`src/rtl/dst_pkg.sv`:
```
package dst_pkg;
  typedef enum logic {
    CLS_OK  = 1'b0,
    CLS_BAD = 1'b1
  } stitch_cls_e;
endpackage

```
`src/rtl/dst_weight_sel.sv`:
```
module dst_weight_sel
  import dst_pkg::*;
#(
  parameter int SCORE_W    = 16,
  parameter int DEC_STEP   = 1,
  parameter int INC_AFTER_OK  = 2,
  parameter int INC_AFTER_BAD = 3
) (
  input  stitch_cls_e        prev_cls,
  input  stitch_cls_e        cur_cls,
  output logic               step_up,
  output logic [SCORE_W-1:0] step_amt
);
  localparam logic [SCORE_W-1:0] DEC_V   = SCORE_W'(DEC_STEP);
  localparam logic [SCORE_W-1:0] INC_OK_V  = SCORE_W'(INC_AFTER_OK);
  localparam logic [SCORE_W-1:0] INC_BAD_V = SCORE_W'(INC_AFTER_BAD);

  always_comb begin
    step_up  = (cur_cls == CLS_BAD);
    step_amt = DEC_V;
    if (cur_cls == CLS_BAD) begin
      step_amt = (prev_cls == CLS_BAD) ? INC_BAD_V : INC_OK_V;
    end
  end
endmodule

```
`src/rtl/dst_score_acc.sv`:
```
module dst_score_acc #(
  parameter int SCORE_W = 16
) (
  input  logic               clk,
  input  logic               rst,
  input  logic               upd_en,
  input  logic               step_up,
  input  logic [SCORE_W-1:0] step_amt,
  output logic [SCORE_W-1:0] score_q
);
  localparam logic [SCORE_W-1:0] TOP_V = {SCORE_W{1'b1}};

  logic [SCORE_W:0]   sum_ext;
  logic [SCORE_W-1:0] score_d;

  always_comb begin
    sum_ext = {1'b0, score_q} + {1'b0, step_amt};
    if (step_up) begin
      score_d = sum_ext[SCORE_W] ? TOP_V : sum_ext[SCORE_W-1:0];
    end else begin
      score_d = (score_q > step_amt) ? (score_q - step_amt) : '0;
    end
  end

  always_ff @(posedge clk) begin
    if (rst) begin
      score_q <= '0;
    end else if (upd_en) begin
      score_q <= score_d;
    end
  end


  reset_zero_chk: assert property (@(posedge clk) rst |=> score_q == '0);

  floor_hold_chk: assert property (@(posedge clk) disable iff (rst)
    (upd_en && !step_up && score_q == '0) |=> score_q == '0);

  idle_hold_chk: assert property (@(posedge clk) disable iff (rst)
    !upd_en |=> $stable(score_q));

  no_wrap_chk: assert property (@(posedge clk) disable iff (rst)
    (upd_en && step_up) |=> score_q >= $past(score_q));
endmodule

```
`src/rtl/dst_alarm_cmp.sv`:
```
module dst_alarm_cmp #(
  parameter int SCORE_W = 16
) (
  input  logic [SCORE_W-1:0] score,
  input  logic [SCORE_W-1:0] crit,
  output logic               hit
);
  always_comb hit = (score >= crit);
endmodule

```
`src/rtl/degr_score_tracker.sv`:
```
module degr_score_tracker
  import dst_pkg::*;
#(
  parameter int SCORE_W       = 16,
  parameter int DEC_STEP      = 1,
  parameter int INC_AFTER_OK  = 2,
  parameter int INC_AFTER_BAD = 3
) (
  input  logic               clk,
  input  logic               rst,
  input  logic               verdict_vld,
  input  logic               verdict_bad,
  input  logic [SCORE_W-1:0] crit_lvl,
  output logic [SCORE_W-1:0] score,
  output logic               alarm
);
  stitch_cls_e        prev_q;
  stitch_cls_e        cur_cls;
  logic               step_up;
  logic [SCORE_W-1:0] step_amt;

  assign cur_cls = verdict_bad ? CLS_BAD : CLS_OK;

  always_ff @(posedge clk) begin
    if (rst) begin
      prev_q <= CLS_OK;
    end else if (verdict_vld) begin
      prev_q <= cur_cls;
    end
  end

  dst_weight_sel #(
    .SCORE_W(SCORE_W), .DEC_STEP(DEC_STEP),
    .INC_AFTER_OK(INC_AFTER_OK), .INC_AFTER_BAD(INC_AFTER_BAD)
  ) u_wsel (
    .prev_cls(prev_q), .cur_cls(cur_cls),
    .step_up(step_up), .step_amt(step_amt)
  );

  dst_score_acc #(.SCORE_W(SCORE_W)) u_acc (
    .clk(clk), .rst(rst), .upd_en(verdict_vld),
    .step_up(step_up), .step_amt(step_amt), .score_q(score)
  );

  dst_alarm_cmp #(.SCORE_W(SCORE_W)) u_cmp (
    .score(score), .crit(crit_lvl), .hit(alarm)
  );


  dec_one_chk: assert property (@(posedge clk) disable iff (rst)
    (verdict_vld && !verdict_bad && score != '0) |=> score == $past(score) - 1'b1);

  bad_bad_chk: assert property (@(posedge clk) disable iff (rst)
    (verdict_vld && verdict_bad && prev_q == CLS_BAD && score < 16'd100)
    |=> score == $past(score) + 16'd3);

  ok_bad_chk: assert property (@(posedge clk) disable iff (rst)
    (verdict_vld && verdict_bad && prev_q == CLS_OK && score < 16'd100)
    |=> score == $past(score) + 16'd2);

  prev_hold_chk: assert property (@(posedge clk) disable iff (rst)
    !verdict_vld |=> $stable(prev_q));
endmodule

```
`config.mk`:
```
export PLATFORM = sky130hd
export DESIGN_NAME = degr_score_tracker
export DESIGN_NICKNAME = d
export VERILOG_FILES = /design/src/rtl/dst_pkg.sv /design/src/rtl/dst_weight_sel.sv /design/src/rtl/dst_score_acc.sv /design/src/rtl/dst_alarm_cmp.sv /design/src/rtl/degr_score_tracker.sv
export SDC_FILE = /design/constraint.sdc
export NUM_CORES = 1
export LEC_CHECK = 0
export BUFFER_PORTS_ARGS = -buffer_cell sky130_fd_sc_hd__buf_2
export CAP_MARGIN = 20
export CORE_UTILIZATION = 34
export CTS_CLUSTER_SIZE = 16
export DETAILED_ROUTE_END_ITERATION = 6
export SYNTH_ARGS = -nofsm -noshare
export SYNTH_HDL_FRONTEND = slang
export SYNTH_SLANG_ARGS = --single-unit
export TNS_END_PERCENT = 100
```
`constraint.sdc`:
```
create_clock -name clk -period 3.2 [get_ports clk]
set_input_delay 0.32 -clock clk [delete_from_list [all_inputs] [get_ports clk]]
set_output_delay 0.32 -clock clk [all_outputs]
set_load 0.02 [all_outputs]
```
; Word-level counts from Yosys, hierarchy flattened
; Cells that the tools add are included.
; W data, S select, Z words.
[totals]
latch_bits = 0
register_bits = 17
ram_bits = 0
input_bits = 20
mem_bits_ro = 0
n_memories = 0
[op_classes]
n_lt_le_gt_ge = 2
mul = 0
bitwise = 0
add_sub_neg = 2
muxes = 6
n_reduce_logical = 0
n_shift = 0
n_div = 0
n_eq_ne = 0
[ops]
columns = cell, count
row1 = $mux W16, 3
row2 = $add A16 B2 Y17, 1
row3 = $ge A16 B16 Y1, 1
row4 = $gt A16 B2 Y1, 1
row5 = $sub A16 B2 Y16, 1
row6 = $mux W1, 2
row7 = $mux W2, 1

; Logic depth before layout (Yosys ltp)
; Gate-level depths: netlist of the first run.
[logic_depth]
depth_word = 5
ltp_mapped = 10

; Cells and area by module
; A second synthesis of the first run with hierarchy kept.
[hier_totals]
hier_cells = 410
area_unflattened_um2 = 2982.9
[by_module_without_submodules]
columns = mod, cells_per_inst, area_per_inst_um2, instances
row1 = dst_score_acc, 334, 2419.8, 1
row2 = dst_alarm_cmp, 55, 399.1, 1
row3 = dst_weight_sel, 18, 130.1, 1
row4 = degr_score_tracker, 3, 33.8, 1

; Worst setup path after synthesis of the first run
; No wires, ideal clock.
[synth_path]
path_type = input port to flip-flop
startpoint = in verdict_bad
endpoint = reg u_acc.score_q[3]
cell_stages = 10
n_path_buf = 1
required_ps = 3114
arrival_ps = 2393
setup_time_ps = 86
path_slack_ps = 721
cell_sequence = clkbuf_1 nand2b_1 ha_1 inv_1 fa_1 and4b_1 nand4_1 and2_1 a221o_1 a211oi_1
[synth_via]
elab_chain_cells = 5
[synth_lines]
columns = item, line
row1 = start: declaration, degr_score_tracker.sv:12  ; input logic verdict_bad,
row2 = $mux W1 *, degr_score_tracker.sv:22  ; assign cur_cls = verdict_bad ? CLS_BAD : CLS_OK;
row3 = $mux W2, dst_weight_sel.sv:21  ; if (cur_cls == CLS_BAD) begin
row4 = $sub A16 B2 Y16 (tied with other cells), dst_score_acc.sv:21  ; score_d = (score_q > step_amt) ? (score_q - step_amt) : '0;
row5 = "$mux W16, on equally long branches", "dst_score_acc.sv:21, dst_score_acc.sv:19"
row6 = $mux W16 *, dst_score_acc.sv:18  ; if (step_up) begin
row7 = end signal: assignment, dst_score_acc.sv:29  ; score_q <= score_d;
row8 = end: declaration, dst_score_acc.sv:9  ; output logic [SCORE_W-1:0] score_q
; Mark *: on every way between the ends. The rest lies on a longest branch, timed or not.
; A chain may end at the register's enable or synchronous reset.

; Final worst setup path of the first run
[layout_path]
startpoint = reg prev_q
endpoint = reg u_acc.score_q[3]
[layout_via]
elab_chain_cells = 5
[layout_lines]
columns = item, line
row1 = start: declaration, degr_score_tracker.sv:17  ; stitch_cls_e prev_q;
row2 = start signal: assignment, degr_score_tracker.sv:28  ; prev_q <= cur_cls;
row3 = $mux W1 *, dst_weight_sel.sv:22  ; step_amt = (prev_cls == CLS_BAD) ? INC_BAD_V : INC_OK_V;
row4 = $mux W2 *, dst_weight_sel.sv:21
row5 = $sub A16 B2 Y16 (tied with other cells), dst_score_acc.sv:21
row6 = "$mux W16, on equally long branches", "dst_score_acc.sv:21, dst_score_acc.sv:19"
row7 = $mux W16 *, dst_score_acc.sv:18
; Marks and branches as above.

==> metrics.md, run 1 <==
| Metric | Value |
|---|---|
| Outcome | completed |
| Sequential-to-total area share from yosys stat | 17.3% |
| Vias in the first global route | 1,920 |
| First-pass GRT wire length | 9410 µm |
| Flops & latches, synth | 17 |
| Critical path startpoint | prev_q$_SDFFE_PP0P_ |
| Clk sink count | 17 |
| Storage cell area | 340 µm² |
| Post-synth EDFFs | 0 |
| Yosys top cell by area | dfxtp_1 |
| Ports | 37 |
| CP Max Fanout | 8 |
| Tot Pwr | 0.00109 W |
| Via-per-instance ratio | 5.72 |
| Pwr/cell area | 484 mW/mm² |
| Die Height | 78.0 µm |
| Post-route minimum period | 2.62 ns |
| Worst Clk Skew | 0.00639 ns |
| Worst-path clk slew | 0.08 ns |
| R2R Path Start | prev_q$_SDFFE_PP0P_ |
| Largest net degree at the start of global routing | 19 |
| Remaining DRCs | 0 |
| Syn avg cell area | 7.38 µm² |
| Port buffer count | 36 |
| Util after Layout | 40.6% |
| Share of the synthesized area in the top cell type | 17.3% |
| Count leader, synth | inv_1 |
| CP required | 3.39 ns |
| VDD IR max | 190 µV |
| Initial Utilization | 35.4% |
| CTS buffer count | 3 |
| Worst path arrival time | 2.81 ns |
| Antenna violations before repair | 0 |
| Postcts setup bufs | 0 |
| Post-synthesis cell area | 0.00196 mm² |
| Slew Limit Fails | 0 |
| Period utilization | 82.0% |
| Setup_tns | 0 ns |
| H-tree levels | 1 |
| Final hold vios | 0 |
| CTS tree | yes |
| Layout area overhead | 14.5% |
| Mapped Cells | 266 |
| Max-Cap Viols | 0 |
| Top cells by area, synth | dfxtp_1 (17%), ha_1 (13%), a21oi_1 (5.6%) |
| Routability cong. | 0.863 |
| Max-Slew Margin vs Limit | 60.6% |
| Most instantiated cells after synthesis | inv_1 (24), a21oi_1 (22), clkbuf_1 (21), ha_1 (20), dfxtp_1 (17) |
| Type of the most critical hold path | in -> reg |
| DP HPWL | 4130 µm |
| Area of the multi-input gates | 0.00144 mm² |
| Crit end category | register |
| Gr usage total | 19.5% |
| Placed Instance Area | 0.00220 mm² |
| CP Launch Type | register |
| Die Area | 0.00608 mm² |
| RSZ-0062 raised after global routing | no |
| Number of setup violations in the final report | 0 |
| Routed wire per std cell | 15.7 µm |
| Root Driver | clkbuf_8 |
| Fillers | 617 |
| Ys flop type | dfxtp_1 |
| LEAKAGE | 1.02 nW |
| # diodes | 0 |
| Final Hold Slack | 0.460 ns |
| Cts repair resizes | 0 |
| Layout cells sized above 1 | 18.9% |
| Core Region | 0.00554 mm² |
| Hold Crit Start | rst |
| Clock Path Buffers | 2 |
| Reg-to-reg slack, setup | 0.58 ns |
| GRT overflow | 0 |
| Worst skew pair latency | 0.26 ns |
| Synth Net Count | 308 |
| Async SR Flop Fraction | 0% |
| Fmax achieved | 381 MHz |
| Synth unique cells | 61 |
| DR vias | 2,075 |
| Final net count | 334 |
| Starting DRT DRC Count | 171 |
| Die width | 78.0 µm |
| Yosys warns | 0 |
| Row cnt | 27 |
| Post-route ant nets | 0 |
| Design Area, Final | 0.00225 mm² |
| Drt pass-1 iters | 5 |
| Slew @ Worst Pin | 0.587 ns |
| Total Wirelength | 5680 µm |
| CP Class | reg -> reg |
| Hold buffers post-CTS | 0 |
==> registers in the layout (all words and copies together), names as in the netlist <==
register,count
prev_q,1
u_acc.score_q,16
==> area by class of cell <==
| type | instances | share of cell area (%) |
|---|---|---|
| Clock inverter | 1 | 0.223 |
| Clock buffer | 3 | 1.84 |
| Multi-Input combinational cell | 202 | 64.3 |
| Sequential cell | 17 | 15.1 |
| Tap cell | 72 | 4.01 |
| Inverter | 25 | 4.18 |
| Timing Repair Buffer | 43 | 10.4 |
==> layer usage <==
metal / share of wire (%) / vias up / GRT usage (%)
met5: 0 / - / 0
met4: 1.5 / 0 / 5.56
li1: - / 1040 / -
met2: 45 / 79 / 30.8
met3: 5.1 / 10 / 3.06
met1: 48 / 946 / 27.1
==> where the power goes <==
| group | internal, W | leakage [nW] | switching [W] |
|---|---|---|---|
| Clock | 0.0000869 | 0.0255 | 0.0000892 |
| Combinational | 0.000242 | 0.860 | 0.000330 |
| Sequential | 0.000248 | 0.139 | 0.0000913 |
==> cells by family (layout without fill, tap and decap cells) <==
group,after synthesis,after routing,synth area share [%]
adder cells (fa/ha/maj),22,22,14.8
AO/OA/AOI/OAI,76,76,26.6
XOR/XNOR,8,8,3.57
flip-flops,17,17,17.3
AND/OR/NAND/NOR,95,95,28.1
buffers and inverters,47,72,9.06
multiplexers,1,1,0.510
==> final timing paths <==
path / endpoint / depth (start not counted)
max: u_acc.score_q[3]$_SDFFE_PP0P_ / 9
max reg2reg: u_acc.score_q[3]$_SDFFE_PP0P_ / 9
min: prev_q$_SDFFE_PP0P_ / 2
min reg2reg: u_acc.score_q[0]$_SDFFE_PP0P_ / 2
==> placed cells by master, fill, tap and decap left out, types with 4 or more instances in the layout <==
cell and count:
buf_2 36, or3_1 4, nand2_1 12, nor3_1 9, o211ai_1 7, inv_1 24
nor2b_1 4, nand4_1 5, ha_1 20, buf_4 7, a21oi_1 22, and4_1 5
a21o_1 5, and3_1 4, nor2_1 16, nand3_1 12, nor4_1 4, o21ai_0 9
xnor2_1 5, dfxtp_1 17
==> critical path, stage by stage, from the launching register on <==
cell	delay [ns]
dfxtp_1	0.33
nand2b_1	0.13
ha_1	0.17
inv_1	0.06
fa_1	0.44
and4b_1	0.34
nand4_1	0.33
and2_1	0.27
a221o_1	0.31
a211oi_1	0.18
==> stage by stage <==
| step | setup WS [ns] | instances |
|---|---|---|
| 2_1_floorplan | 0.721 | 266 |
| 3_3_place_gp | 0.512 | 359 |
| 3_5_place_dp | 0.398 | 359 |
| 4_1_cts | 0.619 | 363 |
| 5_1_grt | 0.371 | 363 |
| 6_report | 0.576 | 363 |
No activity file was read; power rests on OpenSTA's default activity.
==> run 2, diff against run 1 <==
==> constraint.sdc (replaced) <==
create_clock -name clk -period 2.1 [get_ports clk]
set_input_delay 0.21 -clock clk [delete_from_list [all_inputs] [get_ports clk]]
set_output_delay 0.21 -clock clk [all_outputs]
set_load 0.02 [all_outputs]
==> metrics.md, run 2 (synthesis gave the netlist of run 1 again) <==
| Metric | Value |
|---|---|
| Clock group share of total power | 12.6% (was 16.2%) |
| Int Pwr | 0.00116 W (was 0.000577 W) |
| Period utilization | 106% (was 82.0%) |
| Worst path cell trace | nand2b_4, ha_4, inv_2, fa_2, and4b_1, and4_4, o21ai_2, a221o_1, a211oi_2 (was nand2b_1, ha_1, inv_1, fa_1, and4b_1, nand4_1, and2_1, a221o_1, a211oi_1) |
| Fillers | 545 (was 617) |
| Design Area, Final | 0.00293 mm² (was 0.00225 mm²) |
| Antenna violations before repair | 0 (unchanged) |
| Biggest regs | u_acc.score_q: 16 flops, prev_q: 1 flops (unchanged) |
| Path depth of the worst reg2reg path | 9 (unchanged) |
| Layout area overhead | 49.3% (was 14.5%) |
| Most frequent cells in the layout | buf_4 (52), buf_2 (35), inv_1 (23), ha_1 (16) (was buf_2 (36), inv_1 (24), a21oi_1 (22), ha_1 (20), dfxtp_1 (17)) |
| Util after Layout | 52.9% (was 40.6%) |
| Min setup slack post-route | -0.128 ns (was 0.576 ns) |
| Outcome | finished with violations (was completed) |
| Starting DRT DRC Count | 274 (was 171) |
| Initial Utilization | 35.4% (unchanged) |
| H-tree levels | 1 (unchanged) |
| Port buffer count | 36 (unchanged) |
| LEAKAGE | 1.33 nW (was 1.02 nW) |
| Largest net degree at the start of global routing | 19 (unchanged) |
| CP Launch Type | register (unchanged) |
| Crit-path max cell delay | 0.39 ns (was 0.44 ns) |
| Slowest library cell on the worst path | fa_2 (was fa_1) |
| Worst-path clk slew | 0.07 ns (was 0.08 ns) |
| Switching pwr | 0.000916 W (was 0.000510 W) |
| Hold path depth | 3 (was 2) |
| Gr usage total | 21.7% (was 19.5%) |
| Clk sink count | 17 (unchanged) |
| Layout cells sized above 1 | 42.7% (was 18.9%) |
| Routed wire per std cell | 15.5 µm (was 15.7 µm) |
| Type of the most critical hold path | in -> reg (unchanged) |
| Remaining DRCs | 0 (unchanged) |
| Combinational share of power | 67.1% (was 52.6%) |
| CP required | 2.28 ns (was 3.39 ns) |
| Placed Instance Area | 0.00258 mm² (was 0.00220 mm²) |
| RSZ-0062 raised after global routing | yes (was no) |
| Die width | 78.0 µm (unchanged) |
| Worst path arrival time | 2.41 ns (was 2.81 ns) |
| Sw frac | 44.2% (was 46.9%) |
| Max FFs per register | 16 (unchanged) |
| Post-route ant nets | 0 (unchanged) |
| Pwr/cell area | 707 mW/mm² (was 484 mW/mm²) |
| CP Class | reg -> reg (unchanged) |
| Final net count | 385 (was 334) |
| GRT overflow | 0 (unchanged) |
| Slew Limit Fails | 0 (unchanged) |
| Root Driver | clkbuf_8 (unchanged) |
| Final Hold Slack | 0.292 ns (was 0.460 ns) |
| Die Area | 0.00608 mm² (unchanged) |
| CTS tree | yes (unchanged) |
| Core Region | 0.00554 mm² (unchanged) |
| Fmax achieved | 449 MHz (was 381 MHz) |
| Via-per-instance ratio | 5.52 (was 5.72) |
| Clock Path Buffers | 2 (unchanged) |
| Die Height | 78.0 µm (unchanged) |
| Register with the most flip-flops | u_acc.score_q (unchanged) |
| Ports | 37 (unchanged) |
| Routability cong. | 0.868 (was 0.863) |
| Total Wirelength | 6400 µm (was 5680 µm) |
| Crit end category | register (unchanged) |
| Max-Slew Margin vs Limit | 72.3% (was 60.6%) |
| VDD IR max | 273 µV (was 190 µV) |
| CTS buffer count | 3 (unchanged) |
| Slew @ Worst Pin | 0.416 ns (was 0.587 ns) |
| Post-route minimum period | 2.23 ns (was 2.62 ns) |
| Vias in the first global route | 2,190 (was 1,920) |
| # diodes | 0 (unchanged) |
| First-pass GRT wire length | 10,400 µm (was 9410 µm) |
| Commonest non-fill, non-tap cell in the layout | buf_4 (was buf_2) |
| DR vias | 2,285 (was 2,075) |
| Failing checks | negative setup slack |
| Row cnt | 27 (unchanged) |
| Pre-CTS WS | -0.192 ns (was 0.398 ns) |
| CP Max Fanout | 4 (was 8) |
| DP HPWL | 4640 µm (was 4130 µm) |
| Number of setup violations in the final report | 10 (was 0) |
| Worst Clk Skew | 0.00413 ns (was 0.00639 ns) |
| Max-Cap Viols | 0 (unchanged) |
| Final hold vios | 0 (unchanged) |
| Drt pass-1 iters | 4 (was 5) |
| Power share of the sequential group | 20.4% (was 31.2%) |
| Worst skew pair latency | 0.26 ns (about the same) |
run 2: worst max-delay path: cells and delay by family, from the launching register on:
| kind | cells | cell delay (ns) |
|---|---|---|
| AOI/OAI and AO/OA | 3 | 0.57 |
| and+or+nand+nor | 3 | 0.69 |
| adders and majority gates | 2 | 0.52 |
| buffers and inverters | 1 | 0.03 |
| DFF | 1 | 0.33 |
run 2: final timing paths:
path,start,to,slack [ns]
worst max-delay path,prev_q$_SDFFE_PP0P_,u_acc.score_q[3]$_SDFFE_PP0P_,-0.13
worst min-delay path,verdict_vld,u_acc.score_q[0]$_SDFFE_PP0P_,0.29
worst max register to register,prev_q$_SDFFE_PP0P_,u_acc.score_q[3]$_SDFFE_PP0P_,-0.13
worst min register to register,prev_q$_SDFFE_PP0P_,prev_q$_SDFFE_PP0P_,0.49
run 2: through the flow:
stage                     total power [W]  TNS [ns]  std cells
after CTS                         0.00192    -0.530        408
after global routing              0.00223     -2.12        414
final                             0.00207    -0.678        414
after global placement            0.00160    -0.641        400
after floorplan                   0.00118    -0.412        266
after detailed placement          0.00161    -0.833        400
run 2: layer usage:
layer  GRT usage (%)  wire length, µm
met5               0                0
met4            7.78              140
met3            2.24              361
met2            35.5             3040
met1            29.5             2850
run 2: cell type report:
class                   instances  area [µm²]  share of cell area, %
inverters                      25        93.8                   3.20
multi-input cells             202        1690                   57.8
well taps                      72        90.1                   3.08
clock buffers                   4        45.0                   1.54
flip-flops and latches         17         355                   12.1
repair buffers                 94         653                   22.3
run 2: power groups by stage:
stage	clock (W)	combinational [W]	sequential (W)
after floorplan	0	0.000669	0.000506
final	0.000261	0.00139	0.000422
after global routing	0.000286	0.00151	0.000432
after global placement	0	0.00117	0.000429
after detailed placement	0	0.00118	0.000428
after CTS	0.000266	0.00123	0.000422
run 2: what timing repair did:
item	in CTS	in global routing
endpoints found under the setup margin	13	16
hold buffers	0	0
setup buffers	4	6
pin swaps	15	10
resized for setup	22	26
==> run 3, diff against run 2 <==
--- a/config.mk
+++ b/config.mk
@@ -5,9 +5,11 @@
 export SDC_FILE = /design/constraint.sdc
 export NUM_CORES = 1
 export LEC_CHECK = 0
+export ABC_AREA = 1
 export BUFFER_PORTS_ARGS = -buffer_cell sky130_fd_sc_hd__buf_2
 export CAP_MARGIN = 20
 export CORE_UTILIZATION = 34
+export CTS_BUF_LIST = sky130_fd_sc_hd__clkbuf_2
 export CTS_CLUSTER_SIZE = 16
 export DETAILED_ROUTE_END_ITERATION = 6
 export SYNTH_ARGS = -nofsm -noshare
==> metrics.md, run 3 <==
| Metric | Value |
|---|---|
| Outcome | completed (was finished with violations) |
| Syn avg cell area | 6.47 µm² (was 7.38 µm²) |
| Final net count | 425 (was 385) |
| Routability cong. | 0.892 (was 0.868) |
| Die Area | 0.00666 mm² (was 0.00608 mm²) |
| DR vias | 2,228 (was 2,285) |
| Die Height | 81.6 µm (was 78.0 µm) |
| First-pass GRT wire length | 9300 µm (was 10,400 µm) |
| Total Wirelength | 5730 µm (was 6400 µm) |
| Via-per-instance ratio | 4.88 (was 5.52) |
| Sequential-to-total area share from yosys stat | 15.8% (was 17.3%) |
| Number of setup violations in the final report | 0 (was 10) |
| Drt pass-1 iters | 4 (unchanged) |
| Remaining DRCs | 0 (unchanged) |
| Mapped Cells | 333 (was 266) |
| Worst path cell trace | or2_4, ha_1, inv_1, fa_2, nor2_8, nand3_2, nor2_4, nand3_1, nand3_1, nand2_1, a21oi_2 (was nand2b_4, ha_4, inv_2, fa_2, and4b_1, and4_4, o21ai_2, a221o_1, a211oi_2) |
| CP Max Fanout | 5 (was 4) |
| Max-Slew Margin vs Limit | 65.6% (was 72.3%) |
| Fmax achieved | 495 MHz (was 449 MHz) |
| Synth unique cells | 36 (was 61) |
| Yosys warns | 0 (unchanged) |
| Register with the most flip-flops | u_acc.score_q (unchanged) |
| Slew @ Worst Pin | 0.515 ns (was 0.416 ns) |
| Yosys top cell by area | dfxtp_1 (unchanged) |
| Core Region | 0.00603 mm² (was 0.00554 mm²) |
| Most frequent cells in the layout | nand2_1 (71), inv_1 (45), buf_2 (36), nor2_1 (27), nand3_1 (25) (was buf_4 (52), buf_2 (35), inv_1 (23), ha_1 (16)) |
| Final hold vios | 0 (unchanged) |
| VDD IR max | 202 µV (was 273 µV) |
| Cell mode on critical path | nand3_1 |
| Share of the synthesized area in the top cell type | 15.8% (was 17.3%) |
| Hold buffers post-CTS | 0 (unchanged) |
| H-tree levels | 1 (unchanged) |
| Slowest library cell on the worst path | fa_2 (unchanged) |
| Delay-heaviest family, CP | simple AND/OR/NAND/NOR gates (unchanged) |
| Worst Clk Skew | 0.0115 ns (was 0.00413 ns) |
| Gr usage total | 18.4% (was 21.7%) |
| Ys flop type | dfxtp_1 (unchanged) |
| Async SR Flop Fraction | 0% (unchanged) |
| Commonest non-fill, non-tap cell in the layout | nand2_1 (was buf_4) |
| R2R Path Start | prev_q$_SDFFE_PP0P_ (unchanged) |
| Clk sink count | 17 (unchanged) |
| Post-route insts no fill | 457 (was 414) |
| Placed cells | 447 (was 400) |
| Worst skew pair latency | 0.33 ns (was 0.26 ns) |
| Post-route minimum period | 2.02 ns (was 2.23 ns) |
| CP Buf/Inv Count | 1 (unchanged) |
| Hold path depth | 3 (unchanged) |
| Root Driver | clkbuf_2 (was clkbuf_8) |
| Synth Net Count | 375 (was 308) |
| Routed wire per std cell | 12.5 µm (was 15.5 µm) |
| Pwr/cell area | 486 mW/mm² (was 707 mW/mm²) |
| Biggest regs | u_acc.score_q: 16 flops, prev_q: 1 flops (unchanged) |
| # diodes | 0 (unchanged) |
| Placed Instance Area | 0.00245 mm² (was 0.00258 mm²) |
| LEAKAGE | 1.35 nW (was 1.33 nW) |
| CTS tree | yes (unchanged) |
| Crit-path max cell delay | 0.45 ns (was 0.39 ns) |
| Setup_tns | 0 ns (was -0.678 ns) |
| Hold Path Sink | prev_q$_SDFFE_PP0P_ (was u_acc.score_q[0]$_SDFFE_PP0P_) |
| Design Area, Final | 0.00258 mm² (was 0.00293 mm²) |
| Largest net degree at the start of global routing | 14 (was 19) |
| CP Launch Type | register (unchanged) |
| Type of the most critical hold path | in -> reg (unchanged) |
| Post-synth EDFFs | 0 (unchanged) |
| Worst-path clk slew | 0.21 ns (was 0.07 ns) |
| Starting DRT DRC Count | 172 (was 274) |
| Flops & latches, synth | 17 (unchanged) |
| Layout cells sized above 1 | 29.8% (was 42.7%) |
| Layout area overhead | 19.6% (was 49.3%) |
| Reg2reg end | u_acc.score_q[14]$_SDFFE_PP0P_ (was u_acc.score_q[3]$_SDFFE_PP0P_) |
| Clock Path Buffers | 2 (unchanged) |
| Slew Limit Fails | 0 (unchanged) |
| CP Class | reg -> reg (unchanged) |
| Most instantiated cells after synthesis | nand2_1 (71), inv_1 (45), nor2_1 (28), a21oi_1 (26), nand3_1 (26) (was inv_1 (24), a21oi_1 (22), clkbuf_1 (21), ha_1 (20), dfxtp_1 (17)) |
| Worst path arrival time | 2.29 ns (was 2.41 ns) |
| Ports | 37 (unchanged) |
| DP HPWL | 4560 µm (was 4640 µm) |
| Count leader, synth | nand2_1 (was inv_1) |
| Port buffer count | 36 (unchanged) |
| GRT overflow | 0 (unchanged) |
| Hold Crit Start | verdict_vld (unchanged) |
| Initial Utilization | 35.8% (was 35.4%) |
| CTS buffer count | 3 (unchanged) |
| Antenna violations before repair | 0 (unchanged) |
| CP required | 2.38 ns (was 2.28 ns) |
| Row cnt | 28 (was 27) |
| Max-Cap Viols | 0 (unchanged) |
| Reg-to-reg slack, setup | 0.08 ns (was -0.13 ns) |
| Fillers | 664 (was 545) |
| Path depth of the worst reg2reg path | 11 (was 9) |
| Crit end category | register (unchanged) |
| Max FFs per register | 16 (unchanged) |
| Die width | 81.6 µm (was 78.0 µm) |
| Vias in the first global route | 2,018 (was 2,190) |
| Post-route ant nets | 0 (unchanged) |
| Post-synthesis cell area | 0.00216 mm² (was 0.00196 mm²) |
| Util after Layout | 42.8% (was 52.9%) |
| Period utilization | 96.2% (was 106%) |
| Critical path startpoint | prev_q$_SDFFE_PP0P_ (unchanged) |
| Top cells by area, synth | dfxtp_1 (16%), nand2_1 (12%), ha_1 (12%) (was dfxtp_1 (17%), ha_1 (13%), a21oi_1 (5.6%)) |
run 3: changes by cell type in the layout (fill, tap and decap cells not counted), moves of 7 or more:
cell     before  now
nand3_1      11   25
nand2_1      12   71
xor2_1        3   11
buf_4        52   19
nor2_2        0   10
o21ai_1       4   11
a21oi_1      15   24
inv_1        23   45
nor2_1       15   27
nand2_2       0    7
run 3: how the worst max path moves through the flow:
stage,cells past startpoint,end
after floorplan,13,u_acc.score_q[14]$_SDFFE_PP0P_
after global placement,12,u_acc.score_q[14]$_SDFFE_PP0P_
after global routing,11,u_acc.score_q[14]$_SDFFE_PP0P_
after CTS,10,u_acc.score_q[14]$_SDFFE_PP0P_
after detailed placement,12,u_acc.score_q[14]$_SDFFE_PP0P_
final,11,u_acc.score_q[14]$_SDFFE_PP0P_
run 3: area by class of cell:
type	count	area (µm²)	area share, %
Sequential cell	17	350	13.6
Tap cell	75	93.8	3.64
Multi-Input combinational cell	256	1600	62.2
Clock buffer	3	15.0	0.582
Inverter	50	189	7.33
Clock inverter	1	5.00	0.194
Timing Repair Buffer	55	323	12.5
run 3: what timing repair did:
action,CTS,global route
setup endpoints to repair,8,13
pin swaps,0,7
setup buffers,0,6
resized for setup,4,17
run 3: power breakdown:
| group | switching (W) | internal (W) |
|---|---|---|
| Clock | 0.000128 | 0.0000432 |
| Sequential | 0.0000541 | 0.000356 |
| Combinational | 0.000410 | 0.000263 |
| Total | 0.000592 | 0.000662 |
run 3: cell families after synthesis:
kind of cell / after synthesis / share of synthesized area (%)
buffers and inverters: 60 / 12.2
adders and majority gates: 22 / 13.5
xor gates and xnor gates: 13 / 5.28
DFF: 17 / 15.8
and+or+nand+nor: 169 / 39.7
AOI/OAI and AO/OA: 52 / 13.6
run 3: per-stage QoR:
| step | total power (W) | hold slack (ns) | setup WS [ns] |
|---|---|---|---|
| finish | 0.00125 | 0.213 | 0.0805 |
| CTS | 0.00124 | 0.203 | 0.0121 |
| global route | 0.00137 | 0.206 | -0.0183 |
| global placement | 0.00105 | 0.458 | -0.0222 |
| floorplan | 0.000887 | 0.350 | 0.0916 |
| detailed placement | 0.00106 | 0.464 | -0.0658 |
run 3: worst min-delay path, cell delays in order:
cell	delay (ns)
buf_2	0.16
nand2_1	0.10
a21oi_1	0.06
run 3: layer usage:
| layer | up-vias | GRT usage (%) | part of all wire, % | routed length [µm] |
|---|---|---|---|---|
| li1 | 1178 | - | - | - |
| met1 | 997 | 24.2 | 48 | 2770 |
| met2 | 47 | 31.0 | 46 | 2630 |
| met3 | 6 | 2.00 | 4.3 | 248 |
| met4 | 0 | 6.67 | 1.4 | 82 |
| met5 | - | 0 | 0 | 0 |
